[config.mk]
export PLATFORM = sky130hd
export DESIGN_NAME = tri_interval_timer
export DESIGN_NICKNAME = d
export VERILOG_FILES = /design/src/rtl/tmr_pkg.sv /design/src/rtl/tmr_rst_sync.sv /design/src/rtl/tmr_ctl_decode.sv /design/src/rtl/tmr_dec.sv /design/src/rtl/tmr_channel.sv /design/src/rtl/tri_interval_timer.sv
export SDC_FILE = /design/constraint.sdc
export NUM_CORES = 1
export LEC_CHECK = 0
export CORE_MARGIN = 4
export CORE_UTILIZATION = 55
export CTS_BUF_LIST = sky130_fd_sc_hd__clkbuf_8
export CTS_CLUSTER_DIAMETER = 80
export CTS_CLUSTER_SIZE = 16
export DETAILED_ROUTE_END_ITERATION = 10
export DONT_BUFFER_PORTS = 1
export PLACE_DENSITY = 0.7
export SYNTH_ARGS = -nofsm -noshare
export SYNTH_HDL_FRONTEND = slang
export SYNTH_SLANG_ARGS = --single-unit
[constraint.sdc]
create_clock -name clk -period 6.2 [get_ports clk]
set_input_delay 1.55 -clock clk [delete_from_list [all_inputs] [get_ports clk]]
set_output_delay 1.55 -clock clk [all_outputs]
set_load 0.02 [all_outputs]
[src/rtl/tmr_pkg.sv]
package tmr_pkg;

  localparam int DATA_W  = 8;
  localparam int CNT_W   = 2 * DATA_W;
  localparam int NUM_CH  = 3;
  localparam int ADDR_W  = 2;
  localparam int DIGITS  = CNT_W / 4;
  localparam logic [ADDR_W-1:0] CTL_ADDR = ADDR_W'(NUM_CH);

  typedef enum logic [1:0] {
    ACC_SNAP = 2'd0,
    ACC_LO   = 2'd1,
    ACC_HI   = 2'd2,
    ACC_WORD = 2'd3
  } acc_e;

  typedef enum logic [2:0] {
    MD_LEVEL  = 3'd0,
    MD_RATE   = 3'd2,
    MD_SQUARE = 3'd3,
    MD_STROBE = 3'd4
  } mode_e;

  typedef struct packed {
    logic  snap;
    acc_e  acc;
    mode_e mode;
    logic  bcd;
  } ctl_cmd_t;

  function automatic mode_e norm_mode(input logic [2:0] raw);
    case (raw)
      3'd2, 3'd6: norm_mode = MD_RATE;
      3'd3, 3'd7: norm_mode = MD_SQUARE;
      3'd4:       norm_mode = MD_STROBE;
      default:    norm_mode = MD_LEVEL;
    endcase
  endfunction

  // Half of a packed BCD value, rounded down
  function automatic logic [CNT_W-1:0] bcd_half(input logic [CNT_W-1:0] v);
    logic       carry;
    logic [3:0] dig;
    bcd_half = '0;
    carry    = 1'b0;
    for (int k = DIGITS - 1; k >= 0; k--) begin
      dig = v[k*4 +: 4];
      bcd_half[k*4 +: 4] = (dig >> 1) + (carry ? 4'd5 : 4'd0);
      carry = dig[0];
    end
  endfunction

endpackage

[src/rtl/tmr_rst_sync.sv]
module tmr_rst_sync (
  input  logic clk,
  input  logic rst_n,
  output logic srst_n
);

  logic [1:0] sync_q;

  always_ff @(posedge clk or negedge rst_n) begin
    if (!rst_n) sync_q <= 2'b00;
    else        sync_q <= {sync_q[0], 1'b1};
  end

  assign srst_n = sync_q[1];

endmodule

[src/rtl/tmr_ctl_decode.sv]
module tmr_ctl_decode
  import tmr_pkg::*;
(
  input  logic              wr_en,
  input  logic [ADDR_W-1:0] addr,
  input  logic [DATA_W-1:0] wdata,
  output ctl_cmd_t          cmd,
  output logic [NUM_CH-1:0] hit
);

  logic [1:0] sel;
  logic [1:0] acc_raw;

  assign sel     = wdata[7:6];
  assign acc_raw = wdata[5:4];

  always_comb begin
    cmd.snap = (acc_raw == 2'b00);
    cmd.acc  = acc_e'(acc_raw);
    cmd.mode = norm_mode(wdata[3:1]);
    cmd.bcd  = wdata[0];
  end

  for (genvar g = 0; g < NUM_CH; g++) begin : g_hit
    assign hit[g] = wr_en && (addr == CTL_ADDR) && (sel == 2'(g));
  end

endmodule

[src/rtl/tmr_dec.sv]
module tmr_dec
  import tmr_pkg::*;
(
  input  logic [CNT_W-1:0] val,
  input  logic             bcd,
  output logic [CNT_W-1:0] dec
);

  logic [CNT_W-1:0] bcd_dec;

  always_comb begin
    logic borrow;
    borrow  = 1'b1;
    bcd_dec = val;
    for (int k = 0; k < DIGITS; k++) begin
      if (borrow) begin
        if (val[k*4 +: 4] == 4'd0) begin
          bcd_dec[k*4 +: 4] = 4'd9;
        end else begin
          bcd_dec[k*4 +: 4] = val[k*4 +: 4] - 4'd1;
          borrow = 1'b0;
        end
      end
    end
  end

  assign dec = bcd ? bcd_dec : (val - CNT_W'(1));

endmodule

[src/rtl/tmr_channel.sv]
module tmr_channel
  import tmr_pkg::*;
(
  input  logic              clk,
  input  logic              srst_n,
  input  logic              tick,
  input  logic              gate,
  input  ctl_cmd_t          cmd,
  input  logic              cmd_hit,
  input  logic              dwr,
  input  logic              drd,
  input  logic [DATA_W-1:0] wdata,
  output logic [DATA_W-1:0] rdata,
  output logic              tout,
  output logic [CNT_W-1:0]  cnt_o,
  output logic [2:0]        mode_o,
  output logic              snap_o,
  output logic [CNT_W-1:0]  snapv_o
);

  localparam logic [CNT_W-1:0] ONE      = CNT_W'(1);
  localparam logic [CNT_W-1:0] BIN_FULL = CNT_W'(1) << (CNT_W - 1);
  localparam logic [CNT_W-1:0] BCD_FULL = CNT_W'(5) << (CNT_W - 4);

  mode_e            mode_q, mode_d;
  acc_e             acc_q, acc_d;
  logic             bcd_q, bcd_d;
  logic [CNT_W-1:0] cnt_q, cnt_d;
  logic [CNT_W-1:0] rel_q, rel_d;
  logic [CNT_W-1:0] snapv_q, snapv_d;
  logic             snap_q, snap_d;
  logic             wflip_q, wflip_d;
  logic             rflip_q, rflip_d;
  logic             armed_q, armed_d;
  logic             ldp_q, ldp_d;
  logic             fired_q, fired_d;
  logic             out_q, out_d;

  logic [CNT_W-1:0] dec;
  logic [CNT_W-1:0] half;
  logic             run;

  tmr_dec u_dec (
    .val (cnt_q),
    .bcd (bcd_q),
    .dec (dec)
  );

  always_comb begin
    if (rel_q == '0) half = bcd_q ? BCD_FULL : BIN_FULL;
    else             half = bcd_q ? bcd_half(rel_q) : (rel_q >> 1);
  end

  assign run = tick && gate;

  always_comb begin
    logic done;
    mode_d  = mode_q;
    acc_d   = acc_q;
    bcd_d   = bcd_q;
    cnt_d   = cnt_q;
    rel_d   = rel_q;
    snapv_d = snapv_q;
    snap_d  = snap_q;
    wflip_d = wflip_q;
    rflip_d = rflip_q;
    armed_d = armed_q;
    ldp_d   = ldp_q;
    fired_d = fired_q;
    out_d   = out_q;
    done    = 1'b0;

    // counting on an enabled tick
    if (run) begin
      if (ldp_q) begin
        cnt_d   = rel_q;
        ldp_d   = 1'b0;
        armed_d = 1'b1;
        fired_d = 1'b0;
        out_d   = (mode_q != MD_LEVEL);
      end else if (armed_q) begin
        case (mode_q)
          MD_LEVEL: begin
            cnt_d = dec;
            if (dec == '0) out_d = 1'b1;
          end
          MD_STROBE: begin
            cnt_d = dec;
            if (dec == '0 && !fired_q) begin
              out_d   = 1'b0;
              fired_d = 1'b1;
            end else begin
              out_d = 1'b1;
            end
          end
          MD_RATE: begin
            if (cnt_q == ONE) begin
              cnt_d = rel_q;
              out_d = 1'b1;
            end else begin
              cnt_d = dec;
              out_d = (dec != ONE);
            end
          end
          default: begin
            if (cnt_q == ONE) begin
              cnt_d = rel_q;
              out_d = 1'b1;
            end else begin
              cnt_d = dec;
              out_d = (dec > half);
            end
          end
        endcase
      end
    end

    if (!gate && (mode_q == MD_RATE || mode_q == MD_SQUARE)) out_d = 1'b1;

    // data port write
    if (dwr) begin
      case (acc_q)
        ACC_LO: begin
          rel_d = {{(CNT_W-DATA_W){1'b0}}, wdata};
          done  = 1'b1;
        end
        ACC_HI: begin
          rel_d = {wdata, {(CNT_W-DATA_W){1'b0}}};
          done  = 1'b1;
        end
        default: begin
          if (!wflip_q) begin
            rel_d[DATA_W-1:0] = wdata;
            wflip_d = 1'b1;
            if (mode_q == MD_LEVEL) begin
              armed_d = 1'b0;
              ldp_d   = 1'b0;
              out_d   = 1'b0;
            end
          end else begin
            rel_d[CNT_W-1:DATA_W] = wdata;
            wflip_d = 1'b0;
            done    = 1'b1;
          end
        end
      endcase
      if (done) begin
        ldp_d = 1'b1;
        if (mode_q == MD_LEVEL) out_d = 1'b0;
      end
    end

    // data port read
    if (drd) begin
      if (acc_q == ACC_WORD) rflip_d = !rflip_q;
      if (snap_q && (acc_q != ACC_WORD || rflip_q)) snap_d = 1'b0;
    end

    // command
    if (cmd_hit) begin
      if (cmd.snap) begin
        if (!snap_q) begin
          snap_d  = 1'b1;
          snapv_d = cnt_q;
        end
      end else begin
        mode_d  = cmd.mode;
        acc_d   = cmd.acc;
        bcd_d   = cmd.bcd;
        wflip_d = 1'b0;
        rflip_d = 1'b0;
        snap_d  = 1'b0;
        armed_d = 1'b0;
        ldp_d   = 1'b0;
        fired_d = 1'b0;
        out_d   = (cmd.mode != MD_LEVEL);
      end
    end
  end

  always_ff @(posedge clk or negedge srst_n) begin
    if (!srst_n) begin
      mode_q  <= MD_LEVEL;
      acc_q   <= ACC_WORD;
      bcd_q   <= 1'b0;
      cnt_q   <= '0;
      rel_q   <= '0;
      snapv_q <= '0;
      snap_q  <= 1'b0;
      wflip_q <= 1'b0;
      rflip_q <= 1'b0;
      armed_q <= 1'b0;
      ldp_q   <= 1'b0;
      fired_q <= 1'b0;
      out_q   <= 1'b0;
    end else begin
      mode_q  <= mode_d;
      acc_q   <= acc_d;
      bcd_q   <= bcd_d;
      cnt_q   <= cnt_d;
      rel_q   <= rel_d;
      snapv_q <= snapv_d;
      snap_q  <= snap_d;
      wflip_q <= wflip_d;
      rflip_q <= rflip_d;
      armed_q <= armed_d;
      ldp_q   <= ldp_d;
      fired_q <= fired_d;
      out_q   <= out_d;
    end
  end

  always_comb begin
    logic [CNT_W-1:0] src;
    src = snap_q ? snapv_q : cnt_q;
    case (acc_q)
      ACC_LO:  rdata = src[DATA_W-1:0];
      ACC_HI:  rdata = src[CNT_W-1:DATA_W];
      default: rdata = rflip_q ? src[CNT_W-1:DATA_W] : src[DATA_W-1:0];
    endcase
  end

  assign tout    = out_q;
  assign cnt_o   = cnt_q;
  assign mode_o  = mode_q;
  assign snap_o  = snap_q;
  assign snapv_o = snapv_q;

endmodule

[src/rtl/tri_interval_timer.sv]
module tri_interval_timer
  import tmr_pkg::*;
(
  input  logic              clk,
  input  logic              rst_n,
  input  logic              tick,
  input  logic              bus_wr,
  input  logic              bus_rd,
  input  logic [ADDR_W-1:0] bus_addr,
  input  logic [DATA_W-1:0] bus_wdata,
  output logic [DATA_W-1:0] bus_rdata,
  input  logic [NUM_CH-1:0] gate,
  output logic [NUM_CH-1:0] tout
);

  logic                           srst_n;
  ctl_cmd_t                       cmd;
  logic [NUM_CH-1:0]              cmd_hit;
  logic [NUM_CH-1:0][DATA_W-1:0]  ch_rdata;
  logic [NUM_CH-1:0][CNT_W-1:0]   ch_cnt;
  logic [NUM_CH-1:0][2:0]         ch_mode;
  logic [NUM_CH-1:0]              ch_snap;
  logic [NUM_CH-1:0][CNT_W-1:0]   ch_snapv;
  logic                           ctl_wr;

  assign ctl_wr = bus_wr && (bus_addr == CTL_ADDR);

  tmr_rst_sync u_rst (
    .clk    (clk),
    .rst_n  (rst_n),
    .srst_n (srst_n)
  );

  tmr_ctl_decode u_dec (
    .wr_en (bus_wr),
    .addr  (bus_addr),
    .wdata (bus_wdata),
    .cmd   (cmd),
    .hit   (cmd_hit)
  );

  for (genvar g = 0; g < NUM_CH; g++) begin : g_ch
    tmr_channel u_ch (
      .clk     (clk),
      .srst_n  (srst_n),
      .tick    (tick),
      .gate    (gate[g]),
      .cmd     (cmd),
      .cmd_hit (cmd_hit[g]),
      .dwr     (bus_wr && (bus_addr == ADDR_W'(g))),
      .drd     (bus_rd && (bus_addr == ADDR_W'(g))),
      .wdata   (bus_wdata),
      .rdata   (ch_rdata[g]),
      .tout    (tout[g]),
      .cnt_o   (ch_cnt[g]),
      .mode_o  (ch_mode[g]),
      .snap_o  (ch_snap[g]),
      .snapv_o (ch_snapv[g])
    );
  end

  always_comb begin
    bus_rdata = '0;
    for (int i = 0; i < NUM_CH; i++) begin
      if (bus_addr == ADDR_W'(i)) bus_rdata = ch_rdata[i];
    end
  end

endmodule

# Word level (Yosys, flattened, before mapping)
# Index checks and enable logic that the tools add are counted.
# word_totals
out_inout_bits	11
elab_cells	467
ff_bits	185
input_bits	18
# op_classes
mux	262
order_cmp	3
reduce_logical	94
n_addsub	24
n_eq_ne	40
bitwise	1
# ops
cell	n
16-bit two-way mux	24
1-bit two-way mux	183
16-bit zero test	6
8-bit two-way mux	12
16-bit one-hot mux with 2 select lines	3
4-bit two-way mux	21
16-bit by 1-bit == test with 1-bit output (second input constant)	3
16-bit greater-than comparator	3
4-bit zero test	12
16-bit by 1-bit != test with 1-bit output (second input constant)	3
8-bit one-hot mux with 2 select lines	3
16-bit by 1-bit subtractor with 16-bit output (second input constant)	3
4-bit by 1-bit subtractor with 4-bit output (second input constant)	12
3-bit by 4-bit adder with 4-bit output	9
12-bit two-way mux	3
2-bit AND reduction	15
3-bit two-way mux	9
3-bit by 2-bit == test with 1-bit output (second input constant)	8
1-bit logical AND	22
3-bit nonzero test	7
2-bit == test (second input constant)	9
3-bit == test (second input constant)	6
2-bit OR reduction	8
2-bit by 1-bit == test with 1-bit output (second input constant)	5
10 further kinds	35

# Longest topological paths before layout
# depth
depth_word	22
ltp_mapped	15
mapped_depth_nobuf	15

# Hierarchy
# From an unflattened synthesis, not the netlist that was laid out.
# unflattened
cells_unflattened	1546
area_unflattened_um2	13469.2
# by_module_without_submodules
module	area_per_inst_um2	seq_area_each_um2	instances	cells_each
tmr_channel	3923.8	1529.0	3	437
tmr_dec at g_ch[1].u_ch.u_dec	467.9	0.0	1	66
tmr_dec at g_ch[2].u_ch.u_dec	455.4	0.0	1	66
tmr_dec at g_ch[0].u_ch.u_dec	415.4	0.0	1	63
tri_interval_timer	221.5	0.0	1	26
tmr_ctl_decode	83.8	0.0	1	11
tmr_rst_sync	53.8	50.0	1	3

# Worst setup path after synthesis
# No wires, ideal clock.
# synth_timing
path_type	input port to output port
startpoint	input bus_addr[0]
endpoint	output bus_rdata[0]
t_required_ps	4650
n_path_buf	2
path_slack_ps	1975
stages	4
t_arrival_ps	2675
path_cell_list	clkbuf_1 > clkbuf_1 > a21oi_1 > o21ai_0
# synth_via
elab_chain_len	4
elab_cells_between_ends	6
cone_classes	2 x eq/ne; 3 x mux; 1 x reduce/logical
# synth_lines
item	line_no	rtl
start, declared	tri_interval_timer.sv:9	input logic [ADDR_W-1:0] bus_addr,
2-bit zero test	tri_interval_timer.sv:65	if (bus_addr == ADDR_W'(i)) bus_rdata = ch_rdata[i];
8-bit two-way mux (2 in a row)	tri_interval_timer.sv:65	
8-bit two-way mux *	tri_interval_timer.sv:65	
end, declared	tri_interval_timer.sv:11	output logic [DATA_W-1:0] bus_rdata,
# Mark *: on every way between the ends. The rest lies on a longest branch, timed or not.

# Worst setup path in the final report
# layout_timing
startpoint	register g_ch[0].u_ch.acc_q[0]
endpoint	output bus_rdata[1]
# layout_via
elab_chain_len	5
elab_cells_between_ends	6
cone_classes	2 x eq/ne; 4 x mux
# layout_lines
item	line_no	rtl
start, declared	tmr_channel.sv:26	acc_e acc_q, acc_d;
start signal, assigned	tmr_channel.sv:184	acc_q <= ACC_WORD;
start signal, assigned	tmr_channel.sv:198	acc_q <= acc_d;
2-bit == test or 2-bit by 1-bit == test with 1-bit output (tied branches)	tmr_channel.sv:216	case (acc_q)
8-bit one-hot mux with 2 select lines *	tmr_channel.sv:216	
8-bit two-way mux * (3 in a row)	tri_interval_timer.sv:65	
# Marks and branches as above.

==> results.json <==
{
  "grt_pass1_vias": 11100,
  "start_util": 0.560,
  "cp_max_fo": 21,
  "synth_fp_nets": 1782,
  "layout-drive-gt1-share": 0.0910,
  "drv_slew": 0,
  "fmax_mhz": 230,
  "setup_tns_ps": 0,
  "post_cts_buffers": 0,
  "num_rows": 57,
  "drc": 0,
  "syn_avg_cell_area_um2": 8.18,
  "fin_nets": 1697,
  "via_per_inst": 6.12,
  "wirelength_um": 36300,
  "place_ws_ps": 2130,
  "grt-ovfl-total": 0,
  "fillers": 2197,
  "crit_type": "reg -> out",
  "synth_seq_cells": 185,
  "area_growth_pct": 3.24,
  "clockRootBuffer": "clkbuf_8",
  "syn-instance-count": 1665,
  "arrival_ps": 2790,
  "slew_headroom": 0.189,
  "cts_tree": "yes",
  "cpPeakStageDelay_ps": 680,
  "crit_chain": "inv_1 -> ha_1 -> a221oi_1 -> a211oi_1 -> a21oi_1 -> o21ai_0",
  "synth-edff-count": 0,
  "final-setup-viol-count": 0,
  "drt_iter0_drc": 1112,
  "start_kind": "register",
  "drt_first_pass_iters": 5,
  "critPathTopFamily": "compound AO/OA/AOI/OAI gates",
  "synth.distinct_cells": 81,
  "vias": 11700,
  "cts_hold_buf": 0,
  "skew_ps": 14.3,
  "diodes": 0,
  "max_cap_violations": 0,
  "slowest_stage": "ha_1",
  "post_drt_wl_per_cell_um": 18.9,
  "final_cells": 1917,
  "min_period_over_period": 0.701,
  "rsz0062_at_grt": "no",
  "outcome": "completed",
  "async_flop_share": 1.00,
  "crit_buf_inv": 1,
  "cts_resized": 0,
  "clockBufferDepth": 2,
  "synth_flop_cell": "dfrtp_1",
  "layout_min_cycle_time_ps": 4340,
  "clk_pin_slew_ps": 100,
  "p_per_area_mw_per_mm2": 508,
  "cp-end-kind": "primary output",
  "grt_pass1_wl_um": 59500,
  "fin_ws_ps": 1860,
  "die_h_um": 165,
  "ir_drop_v": 0.000241,
  "ff2ff_setup_slack_ps": 2360,
  "io_pins": 29,
  "worst_pin_slew_ps": 1210,
  "holdCritPathClass": "reg -> async",
  "clock_latency_ps": 480,
  "hold_viol": 0,
  "ant_nets": 0,
  "yosys_warnings": 0,
  "gp_congestion": 0.940,
  "dpl.hpwl_um": 27200,
  "grt_max_degree": 95,
  "cts_buffers": 17,
  "die-area_mm2": 0.0273,
  "track_usage": 0.273,
  "antenna_found_initial": 0,
  "p_leak_uw": 0.00657,
  "cts_sinks": 185,
  "dp_cells": 1885,
  "required_ps": 4650,
  "io_buffers": 0,
  "die_w_um": 165,
  "ys_seq_area_frac": 0.340,
  "reg2reg_from": "g_ch[1].u_ch.cnt_o[0]",
  "core_area_mm2": 0.0243,
  "syn_area_mm2": 0.0136,
  "startpoint": "g_ch[0].u_ch.acc_q[0]",
  "h-tree-depth": 4
}
## cell families (layout without fill, tap and decap cells)
group / count (synthesis) / in the layout / share of synthesized area
simple gates: 605 / 605 / 0.208
compound gates: 435 / 435 / 0.192
buf+inv: 190 / 118 / 0.0546
flops: 185 / 185 / 0.341
mux: 123 / 123 / 0.0967
fa+ha+maj: 99 / 99 / 0.0910
xor+xnor: 27 / 27 / 0.0174
other cells: 1 / 1 / 0.000275
## layout by cell type, fill, tap and decap left out, types with 5 or more instances in the layout
cell        n
nand2_1   331
dfrtp_1   178
o21ai_0   141
ha_1       99
a21oi_1    88
nor2_1     83
inv_1      76
mux2i_1    61
mux2_2     60
o21ai_1    56
nor4_1     29
a221oi_1   26
o211ai_1   25
a31oi_1    22
nor3_1     22
xnor2_1    20
nand4_1    19
nand3_1    17
or2_2      17
clkbuf_8   17
nor2b_1    16
a211oi_1   12
or3_1      10
nand2b_1   10
buf_4      10
or4_1       7
xor2_1      7
o22a_1      7
nor3b_1     6
o31ai_1     6
dfstp_2     6
a21o_1      5
and2_1      5
inv_6       5
## final cells by class
type	instances	area, µm²	share of cell area
Clock inverter	15	153	0.0109
Inverter	75	282	0.0200
Sequential cell	185	4640	0.330
Timing Repair Buffer	11	95.1	0.00676
Clock buffer	17	234	0.0166
Tap cell	324	405	0.0288
Multi-Input combinational cell	1290	8250	0.587
## Yosys cell counts, types with 6 or more instances
| cell type | n | share of area |
|---|---|---|
| inv_1 | 75 | 0.021 |
| a221oi_1 | 26 | 0.017 |
| xnor2_1 | 20 | 0.013 |
| mux2_2 | 60 | 0.050 |
| mux2i_1 | 61 | 0.045 |
| nand3_1 | 17 | 0.0062 |
| o21ai_1 | 56 | 0.021 |
| nor2b_1 | 17 | 0.0078 |
| xor2_1 | 7 | 0.0045 |
| nor4_1 | 29 | 0.013 |
| nor3_1 | 22 | 0.0081 |
| dfrtp_1 | 179 | 0.33 |
| nand2b_1 | 10 | 0.0046 |
| o22a_1 | 7 | 0.0045 |
| a21oi_1 | 89 | 0.033 |
| or3_1 | 10 | 0.0046 |
| nor3b_1 | 6 | 0.0033 |
| ha_1 | 99 | 0.091 |
| o21ai_0 | 142 | 0.052 |
| nor2_1 | 84 | 0.023 |
| buf_1 | 10 | 0.0028 |
| o31ai_1 | 6 | 0.0033 |
| nand2_1 | 331 | 0.091 |
| or2_2 | 17 | 0.0078 |
| buf_2 | 6 | 0.0022 |
| clkbuf_1 | 94 | 0.026 |
| or4_1 | 7 | 0.0039 |
| a211oi_1 | 12 | 0.0066 |
| o211ai_1 | 25 | 0.014 |
| nand4_1 | 19 | 0.0087 |
| a31oi_1 | 22 | 0.010 |
| dfstp_2 | 6 | 0.012 |
## worst reg2reg max path, delay by kind of cell, from the launching register on
| kind | cells | cell delay, ps |
|---|---|---|
| compound gates | 8 | 1540 |
| simple gates | 4 | 990 |
| fa+ha+maj | 2 | 570 |
| flops | 1 | 480 |
| buf+inv | 1 | 130 |
## registers in the layout (all words and copies together) (netlist names)
| register | cells |
|---|---|
| g_ch.u_ch.armed_q | 3 |
| g_ch.u_ch.wflip_q | 3 |
| g_ch.u_ch.ldp_q | 3 |
| g_ch.u_ch.tout | 3 |
| g_ch.u_ch.rflip_q | 3 |
| g_ch.u_ch.bcd_q | 3 |
| g_ch.u_ch.fired_q | 3 |
| u_rst.sync_q | 2 |
| g_ch.u_ch.mode_o | 9 |
| g_ch.u_ch.snap_o | 3 |
| g_ch.u_ch.cnt_o | 48 |
| g_ch.u_ch.snapv_o | 48 |
| g_ch.u_ch.acc_q | 6 |
| g_ch.u_ch.rel_q | 48 |
## layer usage
metal | track usage | wire length (µm)
met1 | 0.367 | 16100
met2 | 0.432 | 16600
met3 | 0.0486 | 1830
met4 | 0.126 | 1710
met5 | 0 | 0
## final timing paths
kind                                            end  cells past startpoint
min in group clk                    u_rst.sync_q[1]                      0
max in group asynchronous  g_ch[0].u_ch.snapv_o[10]                      1
setup / recovery                       bus_rdata[1]                      6
hold reg to reg               g_ch[2].u_ch.rel_q[2]                      0
setup reg to reg                  g_ch[1].u_ch.tout                     15
hold / removal                g_ch[2].u_ch.rel_q[2]                      0
## stage by stage
| step | hold slack [ps] | cell area [µm²] | util | total power (µW) |
|---|---|---|---|---|
| 2_1_floorplan | 331 | 13600 | - | 5250 |
| 3_3_place_gp | 288 | 13700 | 0.562 | 6140 |
| 3_5_place_dp | 285 | 13700 | 0.562 | 6290 |
| 4_1_cts | 294 | 14100 | 0.578 | 7120 |
| 5_1_grt | 314 | 14100 | 0.578 | 7810 |
| 6_report | 279 | 14100 | 0.578 | 7140 |
## power breakdown
| part | total (µW) | internal [µW] | switching (µW) | leakage [µW] |
|---|---|---|---|---|
| Combinational | 3890 | 1660 | 2230 | 0.00398 |
| Sequential | 2420 | 1610 | 803 | 0.00238 |
| Clock | 828 | 334 | 494 | 0.000201 |
| Total | 7140 | 3610 | 3530 | 0.00657 |
Power figures use the tool's default switching activity.
